`src/rtl/sfr_pkg.sv`:
```
package sfr_pkg;
  localparam int SFR_DW = 8;
  localparam int SFR_AW = 2;
  localparam int SFR_NREG = 4;

  localparam logic [SFR_AW-1:0] A_IE1  = 2'd0;
  localparam logic [SFR_AW-1:0] A_IE2  = 2'd1;
  localparam logic [SFR_AW-1:0] A_IFG1 = 2'd2;
  localparam logic [SFR_AW-1:0] A_IFG2 = 2'd3;

  localparam int B_WDT = 0;
  localparam int B_OSC = 1;
  localparam int B_POR = 2;
  localparam int B_RST = 3;
  localparam int B_NMI = 4;
  localparam int B_ACV = 5;

  localparam logic [SFR_DW-1:0] IE1_IMPL   = 8'h33;
  localparam logic [SFR_DW-1:0] IFG1_IMPL  = 8'h1F;
  localparam logic [SFR_DW-1:0] IFG1_PORD  = 8'h0D;
  localparam logic [SFR_DW-1:0] IFG1_RSTV  = 8'h06;

  function automatic logic [SFR_DW-1:0] ser_mask(input int nch);
    logic [SFR_DW-1:0] m;
    for (int i = 0; i < SFR_DW; i++) m[i] = (i < 2*nch);
    return m;
  endfunction

  function automatic logic [SFR_DW-1:0] ser_tx_mask(input int nch);
    logic [SFR_DW-1:0] m;
    for (int i = 0; i < SFR_DW; i++) m[i] = (i < 2*nch) && ((i % 2) == 1);
    return m;
  endfunction
endpackage

```
`src/rtl/sfr_bit_cell.sv`:
```
module sfr_bit_cell #(
  parameter bit IMPL    = 1'b1,
  parameter bit POR_DOM = 1'b0,
  parameter bit RST_VAL = 1'b0
) (
  input  logic clk_i,
  input  logic por_i,
  input  logic puc_i,
  input  logic set_i,
  input  logic clr_i,
  input  logic wr_i,
  input  logic wd_i,
  output logic q_o
);
  generate
    if (IMPL) begin : g_impl
      logic q_r;
      always_ff @(posedge clk_i) begin
        if (por_i || (puc_i && !POR_DOM)) q_r <= RST_VAL;
        else if (set_i)                   q_r <= 1'b1;
        else if (clr_i)                   q_r <= 1'b0;
        else if (wr_i)                    q_r <= wd_i;
      end
      assign q_o = q_r;
    end else begin : g_absent
      logic unused_in;
      assign unused_in = ^{clk_i, por_i, puc_i, set_i, clr_i, wr_i, wd_i};
      assign q_o = 1'b0;
    end
  endgenerate
endmodule

```
`src/rtl/sfr_byte_reg.sv`:
```
module sfr_byte_reg #(
  parameter int              W        = 8,
  parameter logic [W-1:0]    IMPL_MSK = '1,
  parameter logic [W-1:0]    POR_MSK  = '0,
  parameter logic [W-1:0]    RST_VAL  = '0
) (
  input  logic         clk_i,
  input  logic         por_i,
  input  logic         puc_i,
  input  logic         wr_i,
  input  logic [W-1:0] wd_i,
  input  logic [W-1:0] set_i,
  input  logic [W-1:0] clr_i,
  output logic [W-1:0] q_o
);
  for (genvar b = 0; b < W; b++) begin : g_bit
    sfr_bit_cell #(
      .IMPL   (IMPL_MSK[b]),
      .POR_DOM(POR_MSK[b]),
      .RST_VAL(RST_VAL[b])
    ) u_cell (
      .clk_i(clk_i),
      .por_i(por_i),
      .puc_i(puc_i),
      .set_i(set_i[b]),
      .clr_i(clr_i[b]),
      .wr_i (wr_i),
      .wd_i (wd_i[b]),
      .q_o  (q_o[b])
    );
  end
endmodule

```
`src/rtl/sfr_read_port.sv`:
```
module sfr_read_port #(
  parameter int W    = 8,
  parameter int AW   = 2,
  parameter int NREG = 4
) (
  input  logic            clk_i,
  input  logic            rst_i,
  input  logic            rd_i,
  input  logic [AW-1:0]   addr_i,
  input  logic [NREG*W-1:0] regs_i,
  output logic [W-1:0]    rdata_o
);
  logic [W-1:0] sel_word;

  always_comb begin
    sel_word = '0;
    for (int k = 0; k < NREG; k++)
      if (addr_i == AW'(k)) sel_word = regs_i[k*W +: W];
  end

  always_ff @(posedge clk_i) begin
    if (rst_i)     rdata_o <= '0;
    else if (rd_i) rdata_o <= sel_word;
  end
endmodule

```
`src/rtl/sfr_bank.sv`:
```
module sfr_bank
  import sfr_pkg::*;
#(
  parameter int N_CH = 2
) (
  input  logic              clk_i,
  input  logic              por_i,
  input  logic              puc_i,
  input  logic              bus_sel_i,
  input  logic              bus_wr_i,
  input  logic [SFR_AW-1:0] bus_addr_i,
  input  logic [SFR_DW-1:0] bus_wdata_i,
  output logic [SFR_DW-1:0] bus_rdata_o,
  input  logic              wdt_evt_i,
  input  logic              pin_rst_evt_i,
  input  logic              osc_fault_evt_i,
  input  logic              nmi_evt_i,
  input  logic [N_CH-1:0]   ser_rx_evt_i,
  input  logic [N_CH-1:0]   ser_tx_evt_i,
  input  logic              interval_mode_i,
  output logic [SFR_DW-1:0] ie1_o,
  output logic [SFR_DW-1:0] ie2_o,
  output logic [SFR_DW-1:0] ifg1_o,
  output logic [SFR_DW-1:0] ifg2_o,
  output logic              wdt_irq_en_o
);
  localparam logic [SFR_DW-1:0] SER_IMPL = ser_mask(N_CH);
  localparam logic [SFR_DW-1:0] SER_RSTV = ser_tx_mask(N_CH);

  logic wr_ok, rd_req;
  logic [SFR_NREG-1:0] wr_en;
  logic [SFR_DW-1:0] ifg1_set, ifg1_clr, ifg2_set;

  assign wr_ok  = bus_sel_i && bus_wr_i && !puc_i && !por_i;
  assign rd_req = bus_sel_i && !bus_wr_i;

  always_comb begin
    for (int k = 0; k < SFR_NREG; k++)
      wr_en[k] = wr_ok && (bus_addr_i == SFR_AW'(k));
  end

  // Hardware set and clear vectors; a set in a cell outranks its clear and a write
  always_comb begin
    ifg1_set        = '0;
    ifg1_set[B_WDT] = wdt_evt_i;
    ifg1_set[B_OSC] = osc_fault_evt_i;
    ifg1_set[B_RST] = pin_rst_evt_i;
    ifg1_set[B_NMI] = nmi_evt_i;
    ifg1_clr        = '0;
    ifg1_clr[B_WDT] = pin_rst_evt_i;
    ifg2_set        = '0;
    for (int c = 0; c < N_CH; c++) begin
      ifg2_set[2*c]   = ser_rx_evt_i[c];
      ifg2_set[2*c+1] = ser_tx_evt_i[c];
    end
  end

  sfr_byte_reg #(.W(SFR_DW), .IMPL_MSK(IE1_IMPL), .POR_MSK('0), .RST_VAL('0)) u_ie1 (
    .clk_i(clk_i), .por_i(por_i), .puc_i(puc_i),
    .wr_i(wr_en[A_IE1]), .wd_i(bus_wdata_i),
    .set_i('0), .clr_i('0), .q_o(ie1_o)
  );

  sfr_byte_reg #(.W(SFR_DW), .IMPL_MSK(SER_IMPL), .POR_MSK('0), .RST_VAL('0)) u_ie2 (
    .clk_i(clk_i), .por_i(por_i), .puc_i(puc_i),
    .wr_i(wr_en[A_IE2]), .wd_i(bus_wdata_i),
    .set_i('0), .clr_i('0), .q_o(ie2_o)
  );

  sfr_byte_reg #(.W(SFR_DW), .IMPL_MSK(IFG1_IMPL), .POR_MSK(IFG1_PORD), .RST_VAL(IFG1_RSTV)) u_ifg1 (
    .clk_i(clk_i), .por_i(por_i), .puc_i(puc_i),
    .wr_i(wr_en[A_IFG1]), .wd_i(bus_wdata_i),
    .set_i(ifg1_set), .clr_i(ifg1_clr), .q_o(ifg1_o)
  );

  sfr_byte_reg #(.W(SFR_DW), .IMPL_MSK(SER_IMPL), .POR_MSK('0), .RST_VAL(SER_RSTV)) u_ifg2 (
    .clk_i(clk_i), .por_i(por_i), .puc_i(puc_i),
    .wr_i(wr_en[A_IFG2]), .wd_i(bus_wdata_i),
    .set_i(ifg2_set), .clr_i('0), .q_o(ifg2_o)
  );

  sfr_read_port #(.W(SFR_DW), .AW(SFR_AW), .NREG(SFR_NREG)) u_rd (
    .clk_i(clk_i),
    .rst_i(por_i || puc_i),
    .rd_i(rd_req),
    .addr_i(bus_addr_i),
    .regs_i({ifg2_o, ifg1_o, ie2_o, ie1_o}),
    .rdata_o(bus_rdata_o)
  );

  // Watchdog enable only reaches the interrupt path in interval-timer mode
  always_ff @(posedge clk_i) begin
    if (por_i || puc_i) wdt_irq_en_o <= 1'b0;
    else                wdt_irq_en_o <= ie1_o[B_WDT] && interval_mode_i;
  end
endmodule

```
`config.mk`:
```
export PLATFORM = sky130hd
export DESIGN_NAME = sfr_bank
export DESIGN_NICKNAME = d
export VERILOG_FILES = /design/src/rtl/sfr_pkg.sv /design/src/rtl/sfr_bit_cell.sv /design/src/rtl/sfr_byte_reg.sv /design/src/rtl/sfr_read_port.sv /design/src/rtl/sfr_bank.sv
export SDC_FILE = /design/constraint.sdc
export NUM_CORES = 1
export LEC_CHECK = 0
export BUFFER_PORTS_ARGS = -buffer_cell sky130_fd_sc_hd__clkbuf_2
export CAP_MARGIN = 20
export CORE_MARGIN = 2
export CORE_UTILIZATION = 48
export CTS_BUF_LIST = sky130_fd_sc_hd__clkbuf_8
export CTS_CLUSTER_DIAMETER = 60
export DETAILED_ROUTE_END_ITERATION = 7
export PLACE_DENSITY = 0.78
export SYNTH_ARGS = -nofsm -noshare
export SYNTH_HDL_FRONTEND = slang
export SYNTH_SLANG_ARGS = --single-unit
```
`constraint.sdc`:
```
create_clock -name clk_i -period 1.4 [get_ports clk_i]
set_input_delay 0.07 -clock clk_i [delete_from_list [all_inputs] [get_ports clk_i]]
set_output_delay 0.07 -clock clk_i [all_outputs]
set_load 0.02 [all_outputs]
```
==> impl_metrics.env, run 1 <==
export IMPL_status="complete, no violations"
export IMPL_root_buffer="clkbuf_8"
export IMPL_synthFlopType="dfxtp_1"
export IMPL_track_usage_pct=18.16
export IMPL_drv_cap=0
export IMPL_tightestPinTransition_ns=0.6375
export IMPL_final_nets=210
export IMPL_max_clock_freq_mhz=907.0
export IMPL_h_tree_depth=1
export IMPL_syn2layout_area_growth_pct=8.574
export IMPL_path_buf_inv=0
export IMPL_crit_path_top_delay_cell="dfxtp_1"
export IMPL_slew_viol_final=0
export IMPL_ys_async_sr_fraction_pct=0
export IMPL_dieWidth_um=57.74
export IMPL_power_density_nw_per_um2=928.5
export IMPL_gr_total_overflow=0
export IMPL_cts_sinks=24
export IMPL_initial_utilization_pct=50.27
export IMPL_crit_path_max_incr_delay_ns=0.34
export IMPL_diodes=0
export IMPL_period_needed_ns=1.103
export IMPL_met1_usage_pct=22.39
export IMPL_gp_congestion=0.7564
export IMPL_setup_violations_final=0
export IMPL_antenna_left=0
export IMPL_cts_buffer_depth=2
export IMPL_remaining_drc_errors=0
export IMPL_die_height_um=57.74
export IMPL_grt_max_degree=14
export IMPL_ios=65
export IMPL_drive_gt1_share_pct=30.27
export IMPL_peakVddDrop_v=0.0005898
export IMPL_grt_first_pass_wirelength_um=4574
export IMPL_crit_arrival_ns=1.27
export IMPL_hp_class="input port to register"
export IMPL_clk_pin_slew_worst_paths_ns=0.09
export IMPL_post_route_util_pct=54.58
export IMPL_numCtsBuffers=3
export IMPL_dp_hpwl_um=2120
export IMPL_netlist_area_um2=1386
export IMPL_most_common_layout_cells="clkbuf_2, dfxtp_1, nand2_1, conb_1"
export IMPL_stdcell_count=216
export IMPL_grtUsageMet2_pct=31.17
export IMPL_finalHoldViolCount=0
export IMPL_synth_area_per_cell_um2=8.887
export IMPL_final_common_cell="clkbuf_2"
export IMPL_yosysTopAreaCellShare_pct=34.66
export IMPL_syn_inst=156
export IMPL_grt_busiest_layer="met2"
export IMPL_synth_area_top_cells="dfxtp_1, buf_4, mux2i_1"
export IMPL_path_class="register to register"
export IMPL_post_cts_setup_buffer_count=0
export IMPL_clock_skew_ns=0.003738
export IMPL_period_share_pct=78.75
export IMPL_dpl_instance_area_um2=1420
export IMPL_tritoncts="yes"
export IMPL_routedWlPerCell_um=13.18
export IMPL_insertion_delay_ns=0.27
export IMPL_num_vias=1107
export IMPL_crit_family="flip-flops"
export IMPL_fin_setup_tns_ns=0
export IMPL_vias_per_cell=5.125
export IMPL_end_kind="register"
export IMPL_fin_area_um2=1505
export IMPL_synth_edf_count=0
export IMPL_drt_pass1_iter_count=4
export IMPL_crit_fanout=3
export IMPL_path_cells="mux2_2 > a221oi_1 > nor2_1"
export IMPL_yosysWarnings=0
export IMPL_io_buffers=45
export IMPL_seq_area_frac_synth_pct=34.66
export IMPL_dieArea_um2=3334
export IMPL_crit_required_ns=1.57
export IMPL_fp_row_count=19
export IMPL_rsz0062_at_grt="false"
export IMPL_hold_ws_ns=0.009261
export IMPL_ys_types=33
export IMPL_core_area_um2=2758
export IMPL_ys_ff_latch=24
export IMPL_drtIter0Drc=23
export IMPL_ctsResizeCount=0
export IMPL_yosysTopAreaCell="dfxtp_1"
export IMPL_wirelength_um=2846
export IMPL_grt_pass1_vias=983
export IMPL_antenna_found_initial=0
export IMPL_use_met3_pct=1.563
export IMPL_p_leak_uw=0.0007528
export IMPL_cp_start_kind="register"
export IMPL_relSlewSlack_pct=57.50
export IMPL_dp_cells=209
-- path summary, 6_finish.rpt --
kind / startpoint / to / slack (ns) / depth (start not counted)
setup / recovery: u_ifg1.g_bit[3].u_cell.q_o$_SDFFE_PP0P_ / u_rd.rdata_o[3]$_SDFFE_PP0P_ / 0.30 / 3
hold / removal: bus_wdata_i[5] / u_ie1.g_bit[5].u_cell.q_o$_SDFFE_PP0P_ / 0.009 / 3
setup reg to reg: u_ifg1.g_bit[3].u_cell.q_o$_SDFFE_PP0P_ / u_rd.rdata_o[3]$_SDFFE_PP0P_ / 0.30 / 3
hold reg to reg: u_rd.rdata_o[4]$_SDFFE_PP0P_ / u_rd.rdata_o[4]$_SDFFE_PP0P_ / 0.45 / 2
-- layout make-up --
cell class | count | area (um2)
Clock buffer | 4 | 55.05
Fill cell | 258 | 1252
Inverter | 7 | 26.28
Multi-Input combinational cell | 101 | 641.9
Sequential cell | 24 | 480.5
Tap cell | 31 | 38.79
Timing Repair Buffer | 49 | 262.8
-- synth_stat cells (3+ instances only) --
| cell type | number |
|---|---|
| buf_4 | 34 |
| dfxtp_1 | 24 |
| nor4_1 | 4 |
| buf_2 | 4 |
| a21oi_1 | 4 |
| nor2_1 | 9 |
| inv_1 | 7 |
| o21bai_1 | 3 |
| mux2i_1 | 9 |
| o21ai_0 | 3 |
| a211oi_1 | 7 |
| nor3_1 | 4 |
| nand2_1 | 17 |
-- cells by family (layout without fill, tap and decap cells) --
logic type | after synthesis | in the layout | share of synthesized area [%]
mux | 13 | 13 | 11.91
flops | 24 | 24 | 34.66
other cells | 1 | 17 | 0.2705
compound gates | 21 | 21 | 10.47
simple gates | 50 | 50 | 19.31
buf+inv | 47 | 60 | 23.38
-- through the flow --
step	setup WS [ns]	power, uW
2_1_floorplan	0.3877	913.6
3_3_place_gp	0.2297	923.9
3_5_place_dp	0.2126	925.6
4_1_cts	0.2849	1409
5_1_grt	0.1918	1447
6_report	0.2974	1398
-- worst min-delay path: cells and delay by family --
| family | cells | cell delay (ns) |
|---|---|---|
| buffers and inverters | 2 | 0.12 |
| muxes | 1 | 0.05 |
-- timing repair --
action	4_1_cts	5_1_grt
endpoints found under the setup margin	0	0
hold buffers	3	0
hold endpoints to repair	3	0
-- per-layer routing --
metal	share of wire, %	vias up
li1	-	544
met1	42	518
met2	50	40
met3	5.8	5
met4	2.3	0
met5	0	-
-- power breakdown --
part	internal (uW)	switching, uW
clock	252	227
sequential	696	9.95
combinational	73.5	139
-- registers in the layout (all words and copies together), names as in the netlist --
register                 flops
u_rd.rdata_o                 6
u_ifg1.g_bit.u_cell.q_o      5
u_ie1.g_bit.u_cell.q_o       4
u_ie2.g_bit.u_cell.q_o       4
u_ifg2.g_bit.u_cell.q_o      4
wdt_irq_en_o                 1
Power figures use the tool's default switching activity.
==> run 2, diff against run 1 <==
- clock period: 1.4 -> 1.1 ns (I/O delays scaled with it)
==> impl_metrics.env, run 2 (same netlist as run 1, synthesis figures left out) <==
export IMPL_drv_cap=0
export IMPL_power_uw=1711
export IMPL_drive_gt1_share_pct=37.50
export IMPL_tritoncts="yes"
export IMPL_fp_row_count=19
export IMPL_end_kind="register"
export IMPL_track_usage_pct=19.12
export IMPL_vias_per_cell=5.052
export IMPL_initial_utilization_pct=50.27
export IMPL_dp_cells=225
export IMPL_p_leak_uw=0.0008205
export IMPL_status="complete, no violations"
export IMPL_cp_start_kind="register"
export IMPL_cts_buffer_depth=2
export IMPL_gp_congestion=0.7958
export IMPL_insertion_delay_ns=0.26
export IMPL_wirelength_um=3122
export IMPL_top_register="u_rd.rdata_o"
export IMPL_cts_sinks=24
export IMPL_largest_register_ffs=6
export IMPL_final_nets=226
export IMPL_final_common_cell="clkbuf_2"
export IMPL_path_class="register to register"
export IMPL_grt_max_degree=13
export IMPL_clock_skew_ns=0.003724
export IMPL_grt_pass1_vias=1108
export IMPL_drtIter0Drc=26
export IMPL_clk_pin_slew_worst_paths_ns=0.07
export IMPL_hp_class="input port to register"
export IMPL_core_area_um2=2758
export IMPL_dp_hpwl_um=2384
export IMPL_diodes=0
export IMPL_period_share_pct=96.94
export IMPL_antenna_found_initial=0
export IMPL_die_height_um=57.74
export IMPL_syn2layout_area_growth_pct=16.97
export IMPL_layout_setup_ws_ns=0.03364
export IMPL_finalHoldViolCount=0
export IMPL_most_common_layout_cells="clkbuf_2, dfxtp_1, nand2_1, conb_1, buf_4"
export IMPL_post_cts_setup_buffer_count=0
export IMPL_io_buffers=45
export IMPL_numCtsBuffers=3
export IMPL_crit_arrival_ns=1.22
export IMPL_power_density_nw_per_um2=1055
export IMPL_drt_pass1_iter_count=4
export IMPL_period_needed_ns=1.066
export IMPL_grt_first_pass_wirelength_um=4974
export IMPL_crit_required_ns=1.25
export IMPL_num_vias=1167
export IMPL_routedWlPerCell_um=13.52
export IMPL_slew_viol_final=0
export IMPL_remaining_drc_errors=0
export IMPL_fin_setup_tns_ns=0
export IMPL_hold_ws_ns=0.009143
export IMPL_max_clock_freq_mhz=937.8
export IMPL_ios=65
export IMPL_crit_fanout=3
export IMPL_dieArea_um2=3334
export IMPL_antenna_left=0
export IMPL_nFillCells=257
export IMPL_setup_violations_final=0
export IMPL_dieWidth_um=57.74
export IMPL_post_place_ws_ns=0.01715
export IMPL_h_tree_depth=1
export IMPL_gr_total_overflow=0
export IMPL_root_buffer="clkbuf_8"
export IMPL_stdcell_count=231
export IMPL_peakVddDrop_v=0.0006940
[run 2: layout make-up]
class,count,area [um2],share of cell area [%]
clock buffer,3,41.29,2.546
tap,31,38.79,2.392
multi-input combinational,101,650.6,40.12
timing repair buffer,65,382.9,23.61
sequential,24,481.7,29.71
inverter,7,26.28,1.620
[run 2: worst max-delay path, stage by stage, from the launching register on]
cell and delay, ns:
dfxtp_1 0.32, mux4_1 0.49, nand2_1 0.09, a21oi_1 0.06
[run 2: path summary, 6_finish.rpt]
check	from	end	slack, ns	cells past startpoint
max	u_ie2.g_bit[1].u_cell.q_o$_SDFFE_PP0P_	u_rd.rdata_o[1]$_SDFFE_PP0P_	0.03	3
min	bus_wdata_i[5]	u_ie1.g_bit[5].u_cell.q_o$_SDFFE_PP0P_	0.009	3
max reg2reg	u_ie2.g_bit[1].u_cell.q_o$_SDFFE_PP0P_	u_rd.rdata_o[1]$_SDFFE_PP0P_	0.03	3
min reg2reg	u_rd.rdata_o[5]$_SDFFE_PP0P_	u_rd.rdata_o[5]$_SDFFE_PP0P_	0.45	2
[run 2: layer usage]
| metal | routed length [um] | part of all wire [%] | GRT usage [%] |
|---|---|---|---|
| met1 | 1323 | 42 | 22.63 |
| met2 | 1564 | 50 | 34.74 |
| met3 | 182 | 5.8 | 2.679 |
| met4 | 51 | 1.6 | 7.309 |
| met5 | 0 | 0 | 0 |
[run 2: per-stage QoR]
stage,util (%),instance area [um2]
2_1_floorplan,-,1446
3_3_place_gp,55.85,1540
6_report,58.80,1622
5_1_grt,58.80,1622
4_1_cts,58.44,1612
3_5_place_dp,55.85,1540
[run 2: where the power goes]
group | leakage (uW) | internal [uW] | switching, uW | total, uW
registers | 0.000195 | 887 | 11.5 | 898
clock network | 0.0000216 | 244 | 255 | 499
logic | 0.000604 | 121 | 193 | 314
[run 2: timing repair]
item	in CTS	in global routing
hold buffers	3	0
resized for setup	0	4
endpoints found under the setup margin	0	3
endpoints found under the hold margin	3	0
